--- config.mk ---
export PLATFORM = sky130hd
export DESIGN_NAME = beam_listproc
export DESIGN_NICKNAME = d
export VERILOG_FILES = /design/src/rtl/blp_pkg.sv /design/src/rtl/blp_pc.sv /design/src/rtl/blp_cmp.sv /design/src/rtl/blp_move_guard.sv /design/src/rtl/beam_listproc.sv
export SDC_FILE = /design/constraint.sdc
export NUM_CORES = 1
export LEC_CHECK = 0
export BUFFER_PORTS_ARGS = -buffer_cell sky130_fd_sc_hd__clkbuf_2
export CAP_MARGIN = 20
export CORE_MARGIN = 4
export CORE_UTILIZATION = 30
export DETAILED_ROUTE_END_ITERATION = 7
export PLACE_DENSITY = 0.5
export SLEW_MARGIN = 15
export SYNTH_ARGS = -nofsm -noshare
export SYNTH_HDL_FRONTEND = slang
export SYNTH_SLANG_ARGS = --single-unit
--- constraint.sdc ---
create_clock -name clk -period 3.8 [get_ports clk]
set_input_delay 0 -clock clk [delete_from_list [all_inputs] [get_ports clk]]
set_output_delay 0 -clock clk [all_outputs]
set_load 0.01 [all_outputs]
--- src/rtl/blp_pkg.sv ---
package blp_pkg;
  localparam int WORD_W  = 16;
  localparam int PACK_W  = 15;

  typedef enum logic [1:0] {ST_HALT, ST_FETCH1, ST_FETCH2, ST_WAIT} blp_state_e;

  // packed beam word: V[7:0] then H[8:2]
  function automatic logic [PACK_W-1:0] pack_beam(input logic [7:0] v, input logic [8:0] h);
    return {v, h[8:2]};
  endfunction

  function automatic logic [PACK_W-1:0] target_of(input logic [WORD_W-1:0] w1);
    return {w1[15:8], w1[7:1]};
  endfunction

  // top vertical bit always enabled
  function automatic logic [PACK_W-1:0] mask_of(input logic [WORD_W-1:0] w2);
    return {1'b1, w2[14:8], w2[7:1]};
  endfunction

  function automatic logic beam_reached(input logic [PACK_W-1:0] beam,
                                        input logic [WORD_W-1:0] w1,
                                        input logic [WORD_W-1:0] w2,
                                        input logic blit);
    logic [PACK_W-1:0] m;
    m = mask_of(w2);
    return ((beam & m) >= (target_of(w1) & m)) && (w2[15] || blit);
  endfunction
endpackage

--- src/rtl/blp_pc.sv ---
module blp_pc #(
  parameter int AW = 18
) (
  input  logic          clk,
  input  logic          rst_n,
  input  logic          load,
  input  logic [AW-1:0] load_val,
  input  logic          step,
  output logic [AW-1:0] pc
);
  localparam logic [AW-1:0] STEP_BYTES = AW'(2);

  always_ff @(posedge clk or negedge rst_n) begin
    if (!rst_n)
      pc <= '0;
    else if (load)
      pc <= {load_val[AW-1:1], 1'b0};
    else if (step)
      pc <= pc + STEP_BYTES;
  end
endmodule

--- src/rtl/blp_cmp.sv ---
module blp_cmp
  import blp_pkg::*;
(
  input  logic [7:0]        beam_v,
  input  logic [8:0]        beam_h,
  input  logic [WORD_W-1:0] w1,
  input  logic [WORD_W-1:0] w2,
  input  logic              blit_done,
  output logic              hit
);
  logic [PACK_W-1:0] beam_word;
  assign beam_word = pack_beam(beam_v, beam_h);
  assign hit       = beam_reached(beam_word, w1, w2, blit_done);
endmodule

--- src/rtl/blp_move_guard.sv ---
module blp_move_guard #(
  parameter int            RA        = 9,
  parameter logic [RA-1:0] CTRL_ADDR = 9'h02E,
  parameter logic [RA-1:0] PROT_LO   = 9'h040,
  parameter logic [RA-1:0] PROT_HI   = 9'h080
) (
  input  logic [RA-1:0] dest,
  input  logic          danger,
  output logic          allowed,
  output logic          is_ctrl
);
  logic in_prot;

  generate
    if (PROT_HI > PROT_LO) begin : g_prot
      assign in_prot = (dest >= PROT_LO) && (dest < PROT_HI);
    end else begin : g_noprot
      assign in_prot = 1'b0;
    end
  endgenerate

  assign allowed = !in_prot || danger;
  assign is_ctrl = (dest == CTRL_ADDR);
endmodule

--- src/rtl/beam_listproc.sv ---
module beam_listproc
  import blp_pkg::*;
#(
  parameter int            AW        = 18,
  parameter int            RA        = 9,
  parameter logic [RA-1:0] CTRL_ADDR = 9'h02E,
  parameter logic [RA-1:0] PROT_LO   = 9'h040,
  parameter logic [RA-1:0] PROT_HI   = 9'h080
) (
  input  logic          clk,
  input  logic          rst_n,
  input  logic          slot_odd,
  output logic          mem_req,
  output logic [AW-1:0] mem_addr,
  input  logic          mem_gnt,
  input  logic [15:0]   mem_rdata,
  input  logic [7:0]    beam_v,
  input  logic [8:0]    beam_h,
  input  logic          blit_done,
  input  logic [AW-1:0] loc1,
  input  logic [AW-1:0] loc2,
  input  logic          jmp1,
  input  logic          jmp2,
  input  logic          vblank,
  output logic          reg_we,
  output logic [RA-1:0] reg_addr,
  output logic [15:0]   reg_wdata
);
  blp_state_e  st;
  logic [15:0] ir1, ir2;
  logic        skip_q, danger_q;

  // named events
  logic          restart, fetch_fire, fire_w1, fire_w2, in_wait;
  logic [AW-1:0] restart_target;
  logic          dec_move, dec_skip, dec_wait;
  logic          cmp_hit, guard_ok, guard_ctrl;
  logic          move_commit, halt_trap, wait_release;
  logic [RA-1:0] move_dest;
  logic [15:0]   cmp_w2;

  assign restart        = jmp1 || jmp2 || vblank;
  assign restart_target = (jmp1 || vblank) ? loc1 : loc2;
  assign in_wait        = (st == ST_WAIT);
  assign mem_req        = slot_odd && !restart && (st == ST_FETCH1 || st == ST_FETCH2);
  assign fetch_fire     = mem_req && mem_gnt;
  assign fire_w1        = fetch_fire && (st == ST_FETCH1);
  assign fire_w2        = fetch_fire && (st == ST_FETCH2);

  assign dec_move  = !ir1[0];
  assign dec_skip  = ir1[0] && mem_rdata[0];
  assign dec_wait  = ir1[0] && !mem_rdata[0];
  assign move_dest = {ir1[RA-1:1], 1'b0};
  assign cmp_w2    = in_wait ? ir2 : mem_rdata;

  blp_pc #(.AW(AW)) u_pc (
    .clk(clk), .rst_n(rst_n), .load(restart), .load_val(restart_target),
    .step(fetch_fire), .pc(mem_addr)
  );

  blp_cmp u_cmp (
    .beam_v(beam_v), .beam_h(beam_h), .w1(ir1), .w2(cmp_w2),
    .blit_done(blit_done), .hit(cmp_hit)
  );

  blp_move_guard #(.RA(RA), .CTRL_ADDR(CTRL_ADDR), .PROT_LO(PROT_LO), .PROT_HI(PROT_HI)) u_guard (
    .dest(move_dest), .danger(danger_q), .allowed(guard_ok), .is_ctrl(guard_ctrl)
  );

  assign move_commit  = fire_w2 && dec_move && !skip_q && guard_ok;
  assign halt_trap    = fire_w2 && dec_move && !skip_q && !guard_ok;
  assign wait_release = in_wait && cmp_hit;

  always_ff @(posedge clk or negedge rst_n) begin
    if (!rst_n) begin
      st        <= ST_HALT;
      ir1       <= '0;
      ir2       <= '0;
      skip_q    <= 1'b0;
      danger_q  <= 1'b0;
      reg_we    <= 1'b0;
      reg_addr  <= '0;
      reg_wdata <= '0;
    end else begin
      reg_we <= move_commit;
      if (move_commit) begin
        reg_addr  <= move_dest;
        reg_wdata <= mem_rdata;
        if (guard_ctrl) danger_q <= mem_rdata[1];
      end
      if (restart) begin
        st     <= ST_FETCH1;
        skip_q <= 1'b0;
      end else begin
        case (st)
          ST_FETCH1: if (fire_w1) begin
            ir1 <= mem_rdata;
            st  <= ST_FETCH2;
          end
          ST_FETCH2: if (fire_w2) begin
            if (dec_move) begin
              skip_q <= 1'b0;
              st     <= halt_trap ? ST_HALT : ST_FETCH1;
            end else if (dec_skip) begin
              skip_q <= cmp_hit;
              st     <= ST_FETCH1;
            end else if (dec_wait) begin
              ir2    <= mem_rdata;
              skip_q <= 1'b0;
              st     <= ST_WAIT;
            end
          end
          ST_WAIT: if (wait_release) st <= ST_FETCH1;
          default: st <= ST_HALT;
        endcase
      end
    end
  end
endmodule

* Yosys cells after proc, flatten, opt, wreduce, memory -nomap -nowiden
Cells that the tools add are included.
** Storage, ports and cells
- Register bits :: 79
- Input bits :: 77
- Output and inout port bits :: 45
- Word-level logic and storage cells :: 79
** Cells by class
- $add $sub $neg :: 1
- Magnitude comparators :: 3
- Eq/ne operators :: 9
- Muxes and demuxes :: 19
- Bitwise operators :: 4
- Reduce and logical (&&, ||, !) cells :: 34
** Operators by type and width (number)
- $mux W18 :: 3
- $and A15 B15 Y15 :: 2
- $add A18 B2 Y18 const B :: 1
- $mux W16 :: 1
- $ge A15 B15 Y1 :: 1
- $logic_and A1 B1 Y1 :: 14
- $mux W2 :: 7
- $ge A9 B7 Y1 const B :: 1
- $lt A9 B8 Y1 const B :: 1
- $eq A8 B5 Y1 const B :: 1
- $mux W1 :: 7
- $logic_not A1 Y1 :: 6
- $logic_or A1 B1 Y1 :: 6
- $ne A3 B3 Y1 const B :: 2
- $pmux W2 S3 :: 1
- $reduce_and A3 Y1 :: 2
- $reduce_and A6 Y1 :: 1
- $reduce_bool A2 Y1 :: 3
- $ne A5 B5 Y1 const B :: 1
- $eq A2 B2 Y1 const B :: 2
- $ne A4 B1 Y1 const B :: 1
- $reduce_and A4 Y1 :: 1
- $ne A3 B2 Y1 const B :: 1
- $eq A2 B1 Y1 const B :: 1
- other kinds (2) :: 3

* Logic depth before layout (Yosys ltp)
Gate-level depths: netlist (run 1).
- Depth after elaboration :: 15
- Depth in mapped cells :: 12
- Mapped depth without buffers :: 10

* Hierarchy
From an unflattened synthesis (run 1), not the netlist that was laid out.
** Second synthesis, totals
- Cell total of the unflattened synthesis :: 380
- Area total of the unflattened synthesis :: 4375.4 µm²
** Modules (own cells, without submodules)
- beam_listproc :: instances 1, cells each 201, area an instance 2855.2 µm², seq. area each 1526.5 µm²
- blp_pc :: instances 1, cells each 107, area an instance 1013.5 µm², seq. area each 425.4 µm²
- blp_cmp :: instances 1, cells each 68, area an instance 466.7 µm², seq. area each 0.0 µm²
- blp_move_guard :: instances 1, cells each 4, area an instance 40.0 µm², seq. area each 0.0 µm²

* Least setup slack after synthesis (run 1)
Ideal clock, no wire load.
- Path type :: reg2reg
- Start :: register st[0]
- End :: register st[0]
- Setup time :: 0.125 ns
- Data arrival time :: 3.009 ns
- Data required time :: 3.675 ns
- Path slack :: 0.666 ns
- Stages on the path, launching flop included :: 13
- Buffers on the path :: 2
- Clock period less this slack :: 3.134 ns
- Cells stage by stage :: dfrtp_1 > ha_1 > buf_2 > buf_1 > mux2_2 > and2_1 > ha_1 > a21o_1 > a211oi_1 > a311o_1 > o21ai_2 > o21ai_2 > mux2_2
** Between the ends
- Longest elaborated chain between the ends :: 13
- Elaborated cells between the ends (all ways) :: 28
- Those cells by class :: order compare: 1; eq/ne: 7; mux: 6; bitwise: 2; reduce/logical: 12
** RTL lines
- from (decl) :: line beam_listproc.sv:29 : blp_state_e st;
- from (signal assigned) :: line beam_listproc.sv:103 : st <= halt_trap ? ST_HALT : ST_FETCH1;
- branches (longest 13 deep; another with $ge A15 B15 Y1)
Parallel ways; which one is timed is not known. The select of a mux whose other input is x is not followed.
A chain may end at the register's enable or synchronous reset.

* Worst setup path after layout (run 1)
Ends and elaborated chain as after synthesis.

==> impl_metrics.ini, run 1 <==
[sta]
slew_headroom = 0.4343
setup_tns_ps = 0
drv_slew = 0
tightest_slew_ps = 846.5
max_freq_mhz = 306.1
setup_viol = 0
rsz0062_at_grt = no
finalHoldViolations = 0
post-route-period-util = 0.8598
fin_crit_ps = 3267
finClkSkew_ps = 8.413

[clock_tree]
numCtsBuffers = 9
clock-sinks = 77
cts_tree = done
path_clk_slew_ps = 60
ctsRootBufferMaster = clkbuf_16
cts_resized = 0
clk_path_buf_depth = 2
cts_max_level = 3
worstSkewPairLatency_ps = 340

[power]
internal_power_w = 0.001705
ir_drop_mv = 0.1933
power_density_nw_per_um2 = 396.0
leakage_nw = 2.862
p_switching_w = 0.0005923
combPwrFrac = 0.171
swShare = 0.2578
power_frac_clock = 0.414
p_seq_frac = 0.415

[placed_design]
io_buffers = 115
gp_congestion = 0.7543
hpwlAfterDp_um = 7856

[setup_path]
slowest_delay_ps = 500
crit_type = reg2reg
cp_cell_sequence = ha_1 > mux2_2 > and2_1 > ha_1 > o2111a_1 > a211oi_1 > a311o_1 > o21ai_2 > o21ai_2 > mux2_2
ff2ff_setup_slack_ps = 530
end_kind = flip-flop
slowest_stage = ha_1
r2r-start = st[0]$_DFFE_PN0P_
path_max_fanout = 10
r2r-end = st[0]$_DFFE_PN0P_
cp_data_required_time_ps = 4010
worstPathArrival_ps = 3480
cp-start-kind = flip-flop
reg2reg_depth = 10

[grt]
grt_max_degree = 78
grt_usage = 0.1370
antenna_found_initial = 0
grt_pass1_vias = 3618
grt_pass1_wl_um = 17980
grt_overflow = 0

[yosys]
synthSimpleGateAreaFrac = 0.1582
yosys_warnings = 0
synth_edf_count = 0
seq_area_frac_synth = 0.4455
yosys-top-cells-count = 77 x dfrtp_1, 67 x mux2_2, 43 x nand2_1, 24 x a21oi_1, 20 x ha_1
synth_top_family_by_area = multiplexers
syn_area_per_cell_um2 = 11.09
synth_mux_area_frac = 0.1987
synth_flop_cell = dfrtp_1
ys_async_sr_fraction = 1.000
synthTopCellsByArea = dfrtp_1 45%, mux2_2 17%, ha_1 5.8%, nand2_1 3.7%, a21oi_1 2.8%
synth_compound_area_frac = 0.09343
yosysTopAreaCell = dfrtp_1
synth_top_area_share = 0.4455
syn_inst = 390
ys_types = 57
synthMostInstantiatedCell = dfrtp_1
synthAdderAreaFrac = 0.05785
synth-xor-area-share = 0.01620
synth_area_um2 = 4325
synth_seq_cells = 77

[routing]
drt_iter0_markers = 103
dr.pass1.iters = 4
routedWlPerCell_um = 14.92
ant_nets = 0
drt_wl_total_um = 10880
vias = 3495
drc_errors = 0
viasPerCell = 4.794

[min_path]
min_path_type = in2reg
min_to = reg_wdata[0]$_DFFE_PN0P_
hp-start = mem_rdata[0]
holdPathStages = 2

[cells_and_area]
fin_nets = 641
layout-drive-gt1-share = 0.3916
fin_util = 0.4147
n_antenna_cell = 0
areaGrowthSynthToFinish_pct = 34.10

[floorplanning]
coreArea_um2 = 13990
die_w_um = 128.1
rows = 43
ios = 122
initial_core_util = 0.3092
die_area_um2 = 16400
die_h_um = 128.1

[run]
max_cap_viol_count = 0

[outcome]
status = complete, no violations
[cell families after synthesis]
logic type,Yosys count
flip-flops,77
multiplexers,77
other,1
buffers and inverters,21
AND/OR/NAND/NOR,120
XOR/XNOR,8
AO/OA/AOI/OAI,66
adder cells (fa/ha/maj),20
[per-layer routing]
layer,track usage,up-vias,part of all wire
li1,-,1715,-
met1,0.1789,1672,0.46
met2,0.2249,96,0.47
met3,0.03500,12,0.062
met4,0.03933,0,0.010
met5,0,-,0
[cell type report]
| class | instances | area, µm² |
|---|---|---|
| fillers | 1393 | 8188 |
| multi-input cells | 293 | 2276 |
| flip-flops and latches | 77 | 1927 |
| repair buffers | 158 | 1018 |
| clock buffers | 11 | 252.7 |
| well taps | 180 | 225.2 |
| clock inverters | 5 | 82.58 |
| inverters | 5 | 18.77 |
[stage by stage]
stage	area, µm²	instances	power, W	setup WS [ps]	hold WS (ps)
2_1_floorplan	4329	391	0.001180	665.9	-295.6
3_3_place_gp	5047	673	0.001319	608.4	202.2
3_5_place_dp	5047	673	0.001326	542.4	215.5
4_1_cts	5773	728	0.002337	481.8	7.602
5_1_grt	5801	729	0.002435	288.6	39.03
6_report	5801	729	0.002297	532.8	21.64
[worst max-delay path by stage]
stage	startpoint	cells after the start	to	slack, ps
final	st[0]$_DFFE_PN0P_	10	st[0]$_DFFE_PN0P_	530
after global routing	st[0]$_DFFE_PN0P_	10	st[0]$_DFFE_PN0P_	290
after CTS	st[0]$_DFFE_PN0P_	10	st[0]$_DFFE_PN0P_	480
after detailed placement	st[0]$_DFFE_PN0P_	10	st[0]$_DFFE_PN0P_	540
after global placement	st[0]$_DFFE_PN0P_	11	st[0]$_DFFE_PN0P_	610
after floorplan	st[0]$_DFFE_PN0P_	12	st[0]$_DFFE_PN0P_	670
[power groups by stage]
| stage | clock (W) | sequential (W) | combinational, W |
|---|---|---|---|
| after floorplan | 0 | 0.000958 | 0.000222 |
| after global placement | 0 | 0.000966 | 0.000353 |
| after detailed placement | 0 | 0.000969 | 0.000357 |
| after CTS | 0.000985 | 0.000955 | 0.000397 |
| after global routing | 0.00102 | 0.000965 | 0.000448 |
| final | 0.000951 | 0.000954 | 0.000392 |
[worst max-delay path: cells and delay by family (launching register included)]
family / cells / cell delay, ps
AOI/OAI and AO/OA: 5 / 1010
adders and majority gates: 2 / 780
muxes: 2 / 760
DFF: 1 / 420
and+or+nand+nor: 1 / 160
[cell usage in the layout (no fill, tap or decap), types with 9 or more instances in the layout]
cell	count
nor2_1	10
mux2i_1	9
nand2_1	43
mux2_2	67
dlygate4sd3_1	39
and3_1	10
nand3_1	12
ha_1	20
a21oi_1	24
clkbuf_16	9
clkbuf_2	114
o21ai_0	18
dfrtp_1	77
and2_1	12
[repair_timing]
action	CTS	global route
hold buffers	39	0
buffers inserted	0	0
hold endpoints to repair	137	0
[registers in the layout (all words and copies together) (netlist names)]
name	flops
ir2	15
reg_we	1
st	2
reg_addr	8
reg_wdata	16
skip_q	1
ir1	16
danger_q	1
u_pc.pc	17
Power figures use the tool's default switching activity.
==> inputs of run 2 (changes only) <==
SETUP_SLACK_MARGIN = 0.3   (was not set)
SYNTH_HIERARCHICAL = 1   (was not set)
==> run 2 against run 1 <==
Against the previous run: setup slack improved by 41 ps; combinational power is 14% lower; wire length decreased by 3.8%; clock skew shrank 2.7 ps; flip-flop and latch count is the same; worst hold slack lost 7.4 ps; sequential share of layout area grew 1.1 points; utilization down 1.3 points; largest power group unchanged.
==> impl_metrics.ini, run 2 <==
[outcome]
status = complete, no violations

[floorplanning]
initial_core_util = 0.3091
die_area_um2 = 16400
die_w_um = 128.1
ios = 122
coreArea_um2 = 13990
rows = 43
die_h_um = 128.1

[yosys]
syn_area_per_cell_um2 = 11.53
yosys_warnings = 6
syn_inst = 375
synth_area_um2 = 4324

[sta]
rsz0062_at_grt = no
setup_tns_ps = 0
slew_headroom = 0.4520
tightest_slew_ps = 822.0
setup_viol = 0
finClkSkew_ps = 5.736
worst_slack_ps = 574.2
finalHoldViolations = 0
fin_crit_ps = 3226
max_freq_mhz = 310.0
drv_slew = 0
post-route-period-util = 0.8489
whs_ps = 14.24

[min_path]
min_path_type = in2reg

[cells_and_area]
n_antenna_cell = 0
seq_area_um2 = 1927
layout-drive-gt1-share = 0.4421
regMostFlops = u_pc/pc
top_regs = u_pc/pc x17, ir1 x16, reg_wdata x16
final_area_um2 = 5622
instances_no_fill = 698
areaGrowthSynthToFinish_pct = 30.01
n_fill_cell = 1391
layout_common_cells = 114 x clkbuf_2, 79 x mux2_2, 77 x dfrtp_1
largest_register_ffs = 17
mostFrequentLayoutCell = clkbuf_2
fin_nets = 610
multiInputGateArea_um2 = 2288

[grt]
grt_usage = 0.1313
grt_pass1_wl_um = 16990
grt_pass1_vias = 3452
grt_max_degree = 78
grt_overflow = 0
antenna_found_initial = 0

[setup_path]
r2r-end = st[1]$_DFFE_PN0P_
ff2ff_setup_slack_ps = 570
worst-path-stages = 12
slowest_stage = dfrtp_1
critPathTopFamily = compound AO/OA/AOI/OAI gates
cp_data_required_time_ps = 4020
crit_buf_inv = 1
slowest_delay_ps = 410
cp-endpoint = st[1]$_DFFE_PN0P_
startpoint = st[1]$_DFFE_PN0P_
reg2reg_depth = 12
path_max_fanout = 10
worstPathArrival_ps = 3440
end_kind = flip-flop
crit_type = reg2reg
cp_cell_sequence = ha_2 > buf_4 > mux2_2 > and2_1 > ha_1 > nand4_1 > o311a_1 > o211ai_2 > nor2b_1 > a31oi_1 > nand2_1 > a32o_1
cp-start-kind = flip-flop
r2r-start = st[1]$_DFFE_PN0P_

[placed_design]
place_inst = 659
hpwlAfterDp_um = 7496
dp_slack_ps = 364.7
io_buffers = 115
gp_congestion = 0.7566
placed_area_um2 = 5072

[routing]
drc_errors = 0
viasPerCell = 4.640
drt_wl_total_um = 10460
dr.pass1.iters = 4
dr_wl_met3_um = 718
wl_met2_um = 4971
ant_nets = 0
drt_iter0_markers = 85
routedWlPerCell_um = 14.99
highest_layer = met4
wl_met1_um = 4617
vias = 3239

[clock_tree]
worstSkewPairLatency_ps = 330
cts_tree = done
ctsRootBufferMaster = clkbuf_16
clock-sinks = 77
cts_max_level = 3
clk_path_buf_depth = 2
path_clk_slew_ps = 60
postCtsSetupRepairBufs = 0
numCtsBuffers = 9

[run]
max_cap_viol_count = 0

[power]
power_density_nw_per_um2 = 378.8
leakage_nw = 2.703
ir_drop_mv = 0.1873
==> run 2: worst min path at each step <==
stage               startpoint                         to  slack, ps  cells after the start
finish                 loc1[8]     u_pc/pc[8]$_DFFE_PN0N_         10                      4
global route           loc2[9]     u_pc/pc[9]$_DFFE_PN0N_         20                      4
CTS                   loc2[14]    u_pc/pc[14]$_DFFE_PN0N_        0.1                      4
detailed placement       rst_n  reg_wdata[10]$_DFFE_PN0N_        250                      1
global placement         rst_n  reg_wdata[10]$_DFFE_PN0N_        250                      1
floorplan                rst_n       danger_q$_DFFE_PN0P_       -300                      0
==> run 2: routing by layer <==
layer	vias to the layer above	global-route usage
met1	1520	0.1609
li1	1612	-
met5	-	0
met2	95	0.2175
met3	12	0.03917
met4	0	0.05056
==> run 2: worst min-delay path: cells and delay by family <==
family / cells / cell delay [ps]
AO/OA/AOI/OAI: 1 / 60
AND/OR/NAND/NOR: 1 / 40
multiplexers: 1 / 130
buffers and inverters: 1 / 70
==> run 2: cell type report <==
class / count / share of cell area
multi-input cells: 276 / 0.4071
flip-flops and latches: 77 / 0.3428
repair buffers: 142 / 0.1522
clock buffers: 14 / 0.05052
well taps: 180 / 0.04006
inverters: 7 / 0.004674
clock inverters: 2 / 0.002671
==> run 2: repair_timing <==
| action | 4_1_cts | 5_1_grt |
|---|---|---|
| endpoints found under the hold margin | 129 | 0 |
| hold buffers | 22 | 0 |
| resized for setup | 0 | 1 |
| setup endpoints to repair | 0 | 2 |
==> run 2: power by group <==
part / internal [W] / switching (W)
logic: 0.000179 / 0.000158
registers: 0.000881 / 0.0000677
clock network: 0.000514 / 0.000329
==> run 2: metrics by stage <==
step	utilization	total power [W]
finish	0.4019	0.002130
global route	0.4019	0.002252
global placement	0.3626	0.001276
floorplan	-	0.001147
CTS	0.3997	0.002171
detailed placement	0.3626	0.001285
